--- src/rtl/irq_two_level.sv ---
module irq_two_level #(
  parameter int NUM_GPIO = 12
) (
  input  logic                  clk,
  input  logic                  rst_n,
  input  logic [NUM_GPIO-1:0]   gpio_in,
  input  logic [2*NUM_GPIO-1:0] gpio_mode,
  input  logic                  therm_warn,
  input  logic                  onkey_in,
  input  logic [1:0]            reg_addr,
  input  logic                  reg_wr,
  input  logic                  reg_rd,
  input  logic [NUM_GPIO-1:0]   reg_wdata,
  output logic [NUM_GPIO-1:0]   reg_rdata,
  output logic                  therm_irq,
  output logic                  gpio_irq,
  output logic                  onkey_irq,
  output logic                  chip_irq
);
  localparam logic [1:0] A_MST = 2'd0, A_GST = 2'd1, A_MMSK = 2'd2, A_GMSK = 2'd3;

  logic [NUM_GPIO-1:0] gpio_prev, gpio_st, gpio_mask, gpio_evt, gpio_clr;
  logic                therm_prev, onkey_prev;
  logic [1:0]          misc_st, misc_mask, misc_evt, misc_clr;
  logic [NUM_GPIO-1:0] rd_mux;

  always_comb begin
    for (int i = 0; i < NUM_GPIO; i++) begin
      unique case (gpio_mode[2*i +: 2])
        2'b00:   gpio_evt[i] = gpio_in[i] & ~gpio_prev[i];
        2'b01:   gpio_evt[i] = ~gpio_in[i] & gpio_prev[i];
        2'b10:   gpio_evt[i] = gpio_in[i] ^ gpio_prev[i];
        default: gpio_evt[i] = gpio_in[i];
      endcase
    end
  end

  assign misc_evt = {therm_warn ^ therm_prev, onkey_in & ~onkey_prev};
  assign gpio_clr = (reg_wr && reg_addr == A_GST) ? reg_wdata : '0;
  assign misc_clr = (reg_wr && reg_addr == A_MST) ? reg_wdata[1:0] : 2'b00;

  always_comb begin
    rd_mux = '0;
    unique case (reg_addr)
      A_MST:   rd_mux[1:0] = misc_st;
      A_GST:   rd_mux      = gpio_st;
      A_MMSK:  rd_mux[1:0] = misc_mask;
      default: rd_mux      = gpio_mask;
    endcase
  end

  always_ff @(posedge clk or negedge rst_n) begin
    if (!rst_n) begin
      gpio_prev  <= '0;
      therm_prev <= 1'b0;
      onkey_prev <= 1'b0;
      gpio_st    <= '0;
      misc_st    <= 2'b00;
      gpio_mask  <= '1;
      misc_mask  <= 2'b11;
      reg_rdata  <= '0;
    end else begin
      gpio_prev  <= gpio_in;
      therm_prev <= therm_warn;
      onkey_prev <= onkey_in;
      gpio_st    <= (gpio_st & ~gpio_clr) | gpio_evt;
      misc_st    <= (misc_st & ~misc_clr) | misc_evt;
      if (reg_wr && reg_addr == A_GMSK) gpio_mask <= reg_wdata;
      if (reg_wr && reg_addr == A_MMSK) misc_mask <= reg_wdata[1:0];
      if (reg_rd) reg_rdata <= rd_mux;
    end
  end

  assign therm_irq = misc_st[1] & ~misc_mask[1];
  assign onkey_irq = misc_st[0] & ~misc_mask[0];
  assign gpio_irq  = |(gpio_st & ~gpio_mask);
  assign chip_irq  = therm_irq | gpio_irq | onkey_irq;

  p_mask_block_r1: assert property (@(posedge clk) disable iff (!rst_n)
    (&gpio_mask && &misc_mask) |-> !chip_irq);
  p_status_hold_r2: assert property (@(posedge clk) disable iff (!rst_n)
    !(reg_wr && reg_addr == A_GST) |=> ((gpio_st & $past(gpio_st)) == $past(gpio_st)));
  p_w1c_r4: assert property (@(posedge clk) disable iff (!rst_n)
    (reg_wr && reg_addr == A_GST && reg_wdata[0] && !gpio_evt[0]) |=> !gpio_st[0]);
  p_set_wins_r7: assert property (@(posedge clk) disable iff (!rst_n)
    (|gpio_evt) |=> ((gpio_st & $past(gpio_evt)) == $past(gpio_evt)));
  p_therm_sep_r8: assert property (@(posedge clk) disable iff (!rst_n)
    (misc_evt == 2'b10 && misc_st[0] == 1'b0 && !(reg_wr && reg_addr == A_MST)) |=> !onkey_irq);
  p_rd_lat_r10: assert property (@(posedge clk) disable iff (!rst_n)
    (reg_rd && reg_addr == A_GMSK) |=> (reg_rdata == $past(gpio_mask)));
endmodule

--- config.mk ---
export PLATFORM = sky130hd
export DESIGN_NAME = irq_two_level
export DESIGN_NICKNAME = d
export VERILOG_FILES = /design/src/rtl/irq_two_level.sv
export SDC_FILE = /design/constraint.sdc
export NUM_CORES = 1
export LEC_CHECK = 0
export ABC_AREA = 1
export ABC_CLOCK_PERIOD_IN_PS = 1100
export BUFFER_PORTS_ARGS = -buffer_cell sky130_fd_sc_hd__buf_2
export CAP_MARGIN = 20
export CELL_PAD_IN_SITES_DETAIL_PLACEMENT = 2
export CELL_PAD_IN_SITES_GLOBAL_PLACEMENT = 2
export CORE_MARGIN = 3
export CORE_UTILIZATION = 31
export CTS_CLUSTER_SIZE = 28
export DETAILED_ROUTE_END_ITERATION = 10
export PLACE_DENSITY = 0.84
export SYNTH_ARGS = -nofsm -noshare
export SYNTH_HDL_FRONTEND = slang
export SYNTH_SLANG_ARGS = --single-unit
--- constraint.sdc ---
create_clock -name clk -period 1.1 [get_ports clk]
set_input_delay 0.11 -clock clk [delete_from_list [all_inputs] [get_ports clk]]
set_output_delay 0.11 -clock clk [all_outputs]
set_load 0.01 [all_outputs]
== Word level (Yosys, flattened, before mapping) ==
Cells that the tools add are included.
Storage, ports and cells
  bits in registers: 54
  logic and storage cells: 147
  output and inout bits: 16
  memories: 0
  memory bits (writable): 0
  latch bits: 0
  bits of input ports: 56
  ROM bits: 0
Cells by class
  div/mod/pow operators: 0
  reduce and logical (&&, ||, !) cells: 19
  $add $sub $neg: 0
  shift-type cells: 0
  equality and inequality tests: 27
  bitwise gates (word level): 77
  multiply operators: 0
  order comparisons: 0
  muxes and demuxes: 16
Operators by type and width (number)
  $pmux 1 s3: 12
  $eq 2x2->1 const B: 14
  $and 1x1->1: 27
  $not 1->1: 27
  $eq 2x1->1 const B: 13
  $logic_not 2->1: 13
  $and 12x12->12: 2
  $not 12->12: 2
  $pmux 10 s2: 1
  $xor 1x1->1: 13
  $mux 12: 1
  $or 12x12->12: 1
  $reduce_or 12->1: 1
  $pmux 2 s3: 1
  $logic_and 1x1->1: 4
  $and 2x2->2: 1
  $mux 2: 1
  $not 2->2: 1
  $or 1x1->1: 2
  $or 2x2->2: 1
  $reduce_or 2->1: 1

== Longest topological paths before layout ==
  depth after elaboration: 6
  mapped depth: 6
  mapped depth without buffers: 6

== Worst setup path after synthesis ==
Ideal clock, no wire load.
  path kind: register to output
  start point: reg gpio_mask[8]
  end point: out chip_irq
  cell stages (with the launch flop): 6
  data arrival time: 0.916 ns
  setup slack: 0.074 ns
  data required time: 0.990 ns
  cell sequence: dfstp_2 -> inv_1 -> nand2_1 -> o21ai_0 -> nor2_1 -> nand4_1
On the way
  cells in the longest elaborated chain, start to end: 5
Ends and longest elaborated chain
  start: declaration: line 22  | logic [NUM_GPIO-1:0] gpio_prev, gpio_st, gpio_mask, gpio_evt, gpio_clr;
  start signal: assignment: line 68  | if (reg_wr && reg_addr == A_GMSK) gpio_mask <= reg_wdata;
  $not 12->12: line 76  | assign gpio_irq = |(gpio_st & ~gpio_mask);
  $and 12x12->12: line 76
  $reduce_or 12->1: line 76
  $or 1x1->1 (2 in a row): line 77  | assign chip_irq = therm_irq | gpio_irq | onkey_irq;
  end: declaration: line 18  | output logic chip_irq
No other way between the ends.

== Worst setup path after layout ==
Ends and elaborated chain as after synthesis.

==> results.yml <==
yosys:
  synthCells: 370
  synthTopCellsByArea: "dfrtp_1, nand2_1, dfstp_2"
  netlist_area_sq_um: 3030
  async_flop_share_pct: 100
  synth_ff_type: "dfrtp_1"
  synth_nets: 450
  synth_edf_count: 0
  syn_area_per_cell_sq_um: 8.19
  yosys.area.top_type_share_pct: 33.0
  synth_top_area_cell: "dfrtp_1"
  netlist-cell-type-count: 21
  yosysSeqAreaShare_pct: 45.2
  ys_ff_latch: 54
  ys.warnings.count: 0
placed_design:
  hpwlAfterDp_mm: 7.52
  globalplace.congestion: 0.762
  io_buffer_count: 71
routing:
  via_count: 2966
  drt_iter0_markers: 94
  wl_per_cell_microns: 18.0
  route.antenna.remaining_nets: 0
  drcViolationCount: 0
  wirelength_mm: 11.2
  dr.pass1.iters: 4
  via_per_inst: 4.78
floorplanning:
  die_width_microns: 105
  ios: 72
  fp.dieH_microns: 105
  row_count: 35
  dieArea_sq_um: 11000
  coreArea_sq_um: 9370
  start_util_pct: 32.3
setup_path:
  cp_num_cells: 6
  r2r_end: "gpio_st[8]$_DFF_PN0_"
  critPathTopFamily: "flip-flops"
  path_max_fanout: 2
  crit_path_end_kind: "output pin"
  crit_required_ns: 0.99
  cp.buffers_inverters: 2
  r2r_slack_ns: 0
  cp_slowest_cell: "dfstp_2"
  crit_path_cell_trace: "inv_1 > nand2_1 > o21ai_2 > nor2_2 > nand4_1 > buf_2"
  slowest_delay_ns: 0.54
  cp.arrival_ns: 1.50
  r2r_cells: 5
  cp-start-kind: "flip-flop"
  critical_path_class: "flip-flop to output pin"
  rr_startpoint: "gpio_prev[8]$_DFF_PN0_"
timing:
  finalHoldViolCount: 0
  rsz0062_at_grt: "yes"
  slew_headroom_pct: 76.9
  setup_viol: 5
  worst_pin_slew_ns: 0.347
  maxSlewViolCount: 0
  worst_hold_slack_ns: 0.0482
  period_needed_ns: 1.61
  fmax_mhz: 623
  setup_ws_ns: -0.506
  skew_ns: 0.00732
  min_period_over_period_pct: 146
clock_tree:
  root_buffer: "clkbuf_8"
  cts_sinks: 54
  cts_buffers: 5
  h-tree-depth: 2
  tritoncts: "done"
  clockBufferDepth: 2
  path_clk_slew_ns: 0.10
  insertion_delay_ns: 0.32
run_status:
  outcome: "finished, violations left"
  violations: "negative setup slack"
pwr:
  internal_power_mw: 3.39
  peakVddDrop_v: 0.000408
  sequentialPowerShare_pct: 47.4
  clkPwrFrac_pct: 23.9
  pwr-share-comb_pct: 28.7
  power_switching_mw: 1.64
  p_sw_share_pct: 32.6
  p_leak_nw: 2.10
  power_per_cell_area_nw_per_um2: 1190
grt:
  grt_pass1_vias: 3495
  grt_max_degree: 55
  grt_pass1_wl_mm: 17.5
  grtUsageTotal_pct: 20.1
  gr-total-overflow: 0
  antenna_found_initial: 0
final_layout:
  drive_gt1_share_pct: 42.6
  syn2layout_area_growth_pct: 39.4
  multiInputGateArea_sq_um: 1540
  fin_util_pct: 45.1
  layout.cells.most_common_list: "nand2_1, buf_2, inv_1"
  regArea_sq_um: 1370
  antenna_cells: 0
  final_common_cell: "nand2_1"
  nets: 570
  fillerInstances: 1086
job:
  maxCapViolations: 0
hold_path:
  hold_end: "gpio_mask[2]$_DFFE_PN1P_"
  hp-class: "primary input to flip-flop"
  worstHoldPathCells: 3
  min_from: "reg_wdata[2]"
## power by group through the flow
| stage | Clock, mW | Sequential (mW) | Combinational, mW |
|---|---|---|---|
| after floorplan | 0 | 2.40 | 0.511 |
| after global placement | 0 | 2.36 | 1.09 |
| after detailed placement | 0 | 2.39 | 1.20 |
| after CTS | 1.22 | 2.36 | 1.32 |
| after global routing | 1.32 | 2.41 | 1.60 |
| final | 1.20 | 2.38 | 1.44 |
## worst max-delay path by stage
stage,startpoint,end
floorplan,gpio_mask[8]$_DFFE_PN1P_,chip_irq
finish,gpio_mask[8]$_DFFE_PN1P_,chip_irq
global route,gpio_mask[8]$_DFFE_PN1P_,chip_irq
detailed placement,gpio_mask[7]$_DFFE_PN1P_,chip_irq
global placement,gpio_mask[7]$_DFFE_PN1P_,chip_irq
CTS,gpio_mask[10]$_DFFE_PN1P_,chip_irq
## through the flow
step / TNS, ns / total power, mW / cell area (sq um) / setup WS (ns) / cells
after floorplan: 0 / 2.91 / 3030 / 0.0741 / 370
after global placement: -0.331 / 3.45 / 3770 / -0.125 / 597
after detailed placement: -0.539 / 3.58 / 3770 / -0.241 / 597
after CTS: -1.40 / 4.90 / 4060 / -0.515 / 620
after global routing: -2.08 / 5.33 / 4220 / -0.627 / 620
final: -1.43 / 5.03 / 4220 / -0.506 / 620
## cell families (layout without fill, tap and decap cells)
logic type               count (synthesis)  count (layout)  synth area share, %
buffers and inverters                   76             197                 10.6
adder cells (fa/ha/maj)                 24              24                 9.91
flip-flops                              54              54                 45.2
AO/OA/AOI/OAI                           81              81                 16.5
XOR/XNOR                                 1               1                0.289
AND/OR/NAND/NOR                        134             134                 17.5
## synth_stat cells, types with 2 or more instances
library cell	count
dfstp_2	14
nand3_1	4
a31oi_1	10
nand2_2	2
dfrtp_1	40
clkbuf_1	2
buf_6	4
ha_1	24
a21oi_1	14
o21ai_0	35
nor2_1	26
nand2_1	99
o21ai_2	22
inv_1	67
## flip-flops by register name, summed over array words and instances (netlist names)
register    cells
gpio_mask      12
gpio_prev      12
gpio_st        12
reg_rdata      12
misc_mask       2
misc_st         2
onkey_prev      1
therm_prev      1
## timing repair
action	CTS	global route
gates resized for setup	32	61
endpoints found under the setup margin	11	17
buffers inserted	1	0
pin swaps	7	24
endpoints found under the hold margin	54	0
hold buffers	15	0
## metal layers
layer	vias to the layer above	track usage, %	routed length [microns]
li1	1392	-	-
met3	21	4.32	401
met5	-	0	0
met2	67	39.1	6140
met4	0	5.34	248
met1	1486	21.6	4390
## layout make-up
class | instances | share of cell area, %
Sequential cell | 54 | 32.4
Clock buffer | 8 | 2.13
Inverter | 69 | 6.16
Timing Repair Buffer | 120 | 19.1
Tap cell | 129 | 3.82
Multi-Input combinational cell | 240 | 36.4
## worst min-delay path: stages
cell and delay, ns:
buf_2 0.10, inv_1 0.10, o21ai_2 0.07
Note: power is estimated with default switching activity, not from simulation.
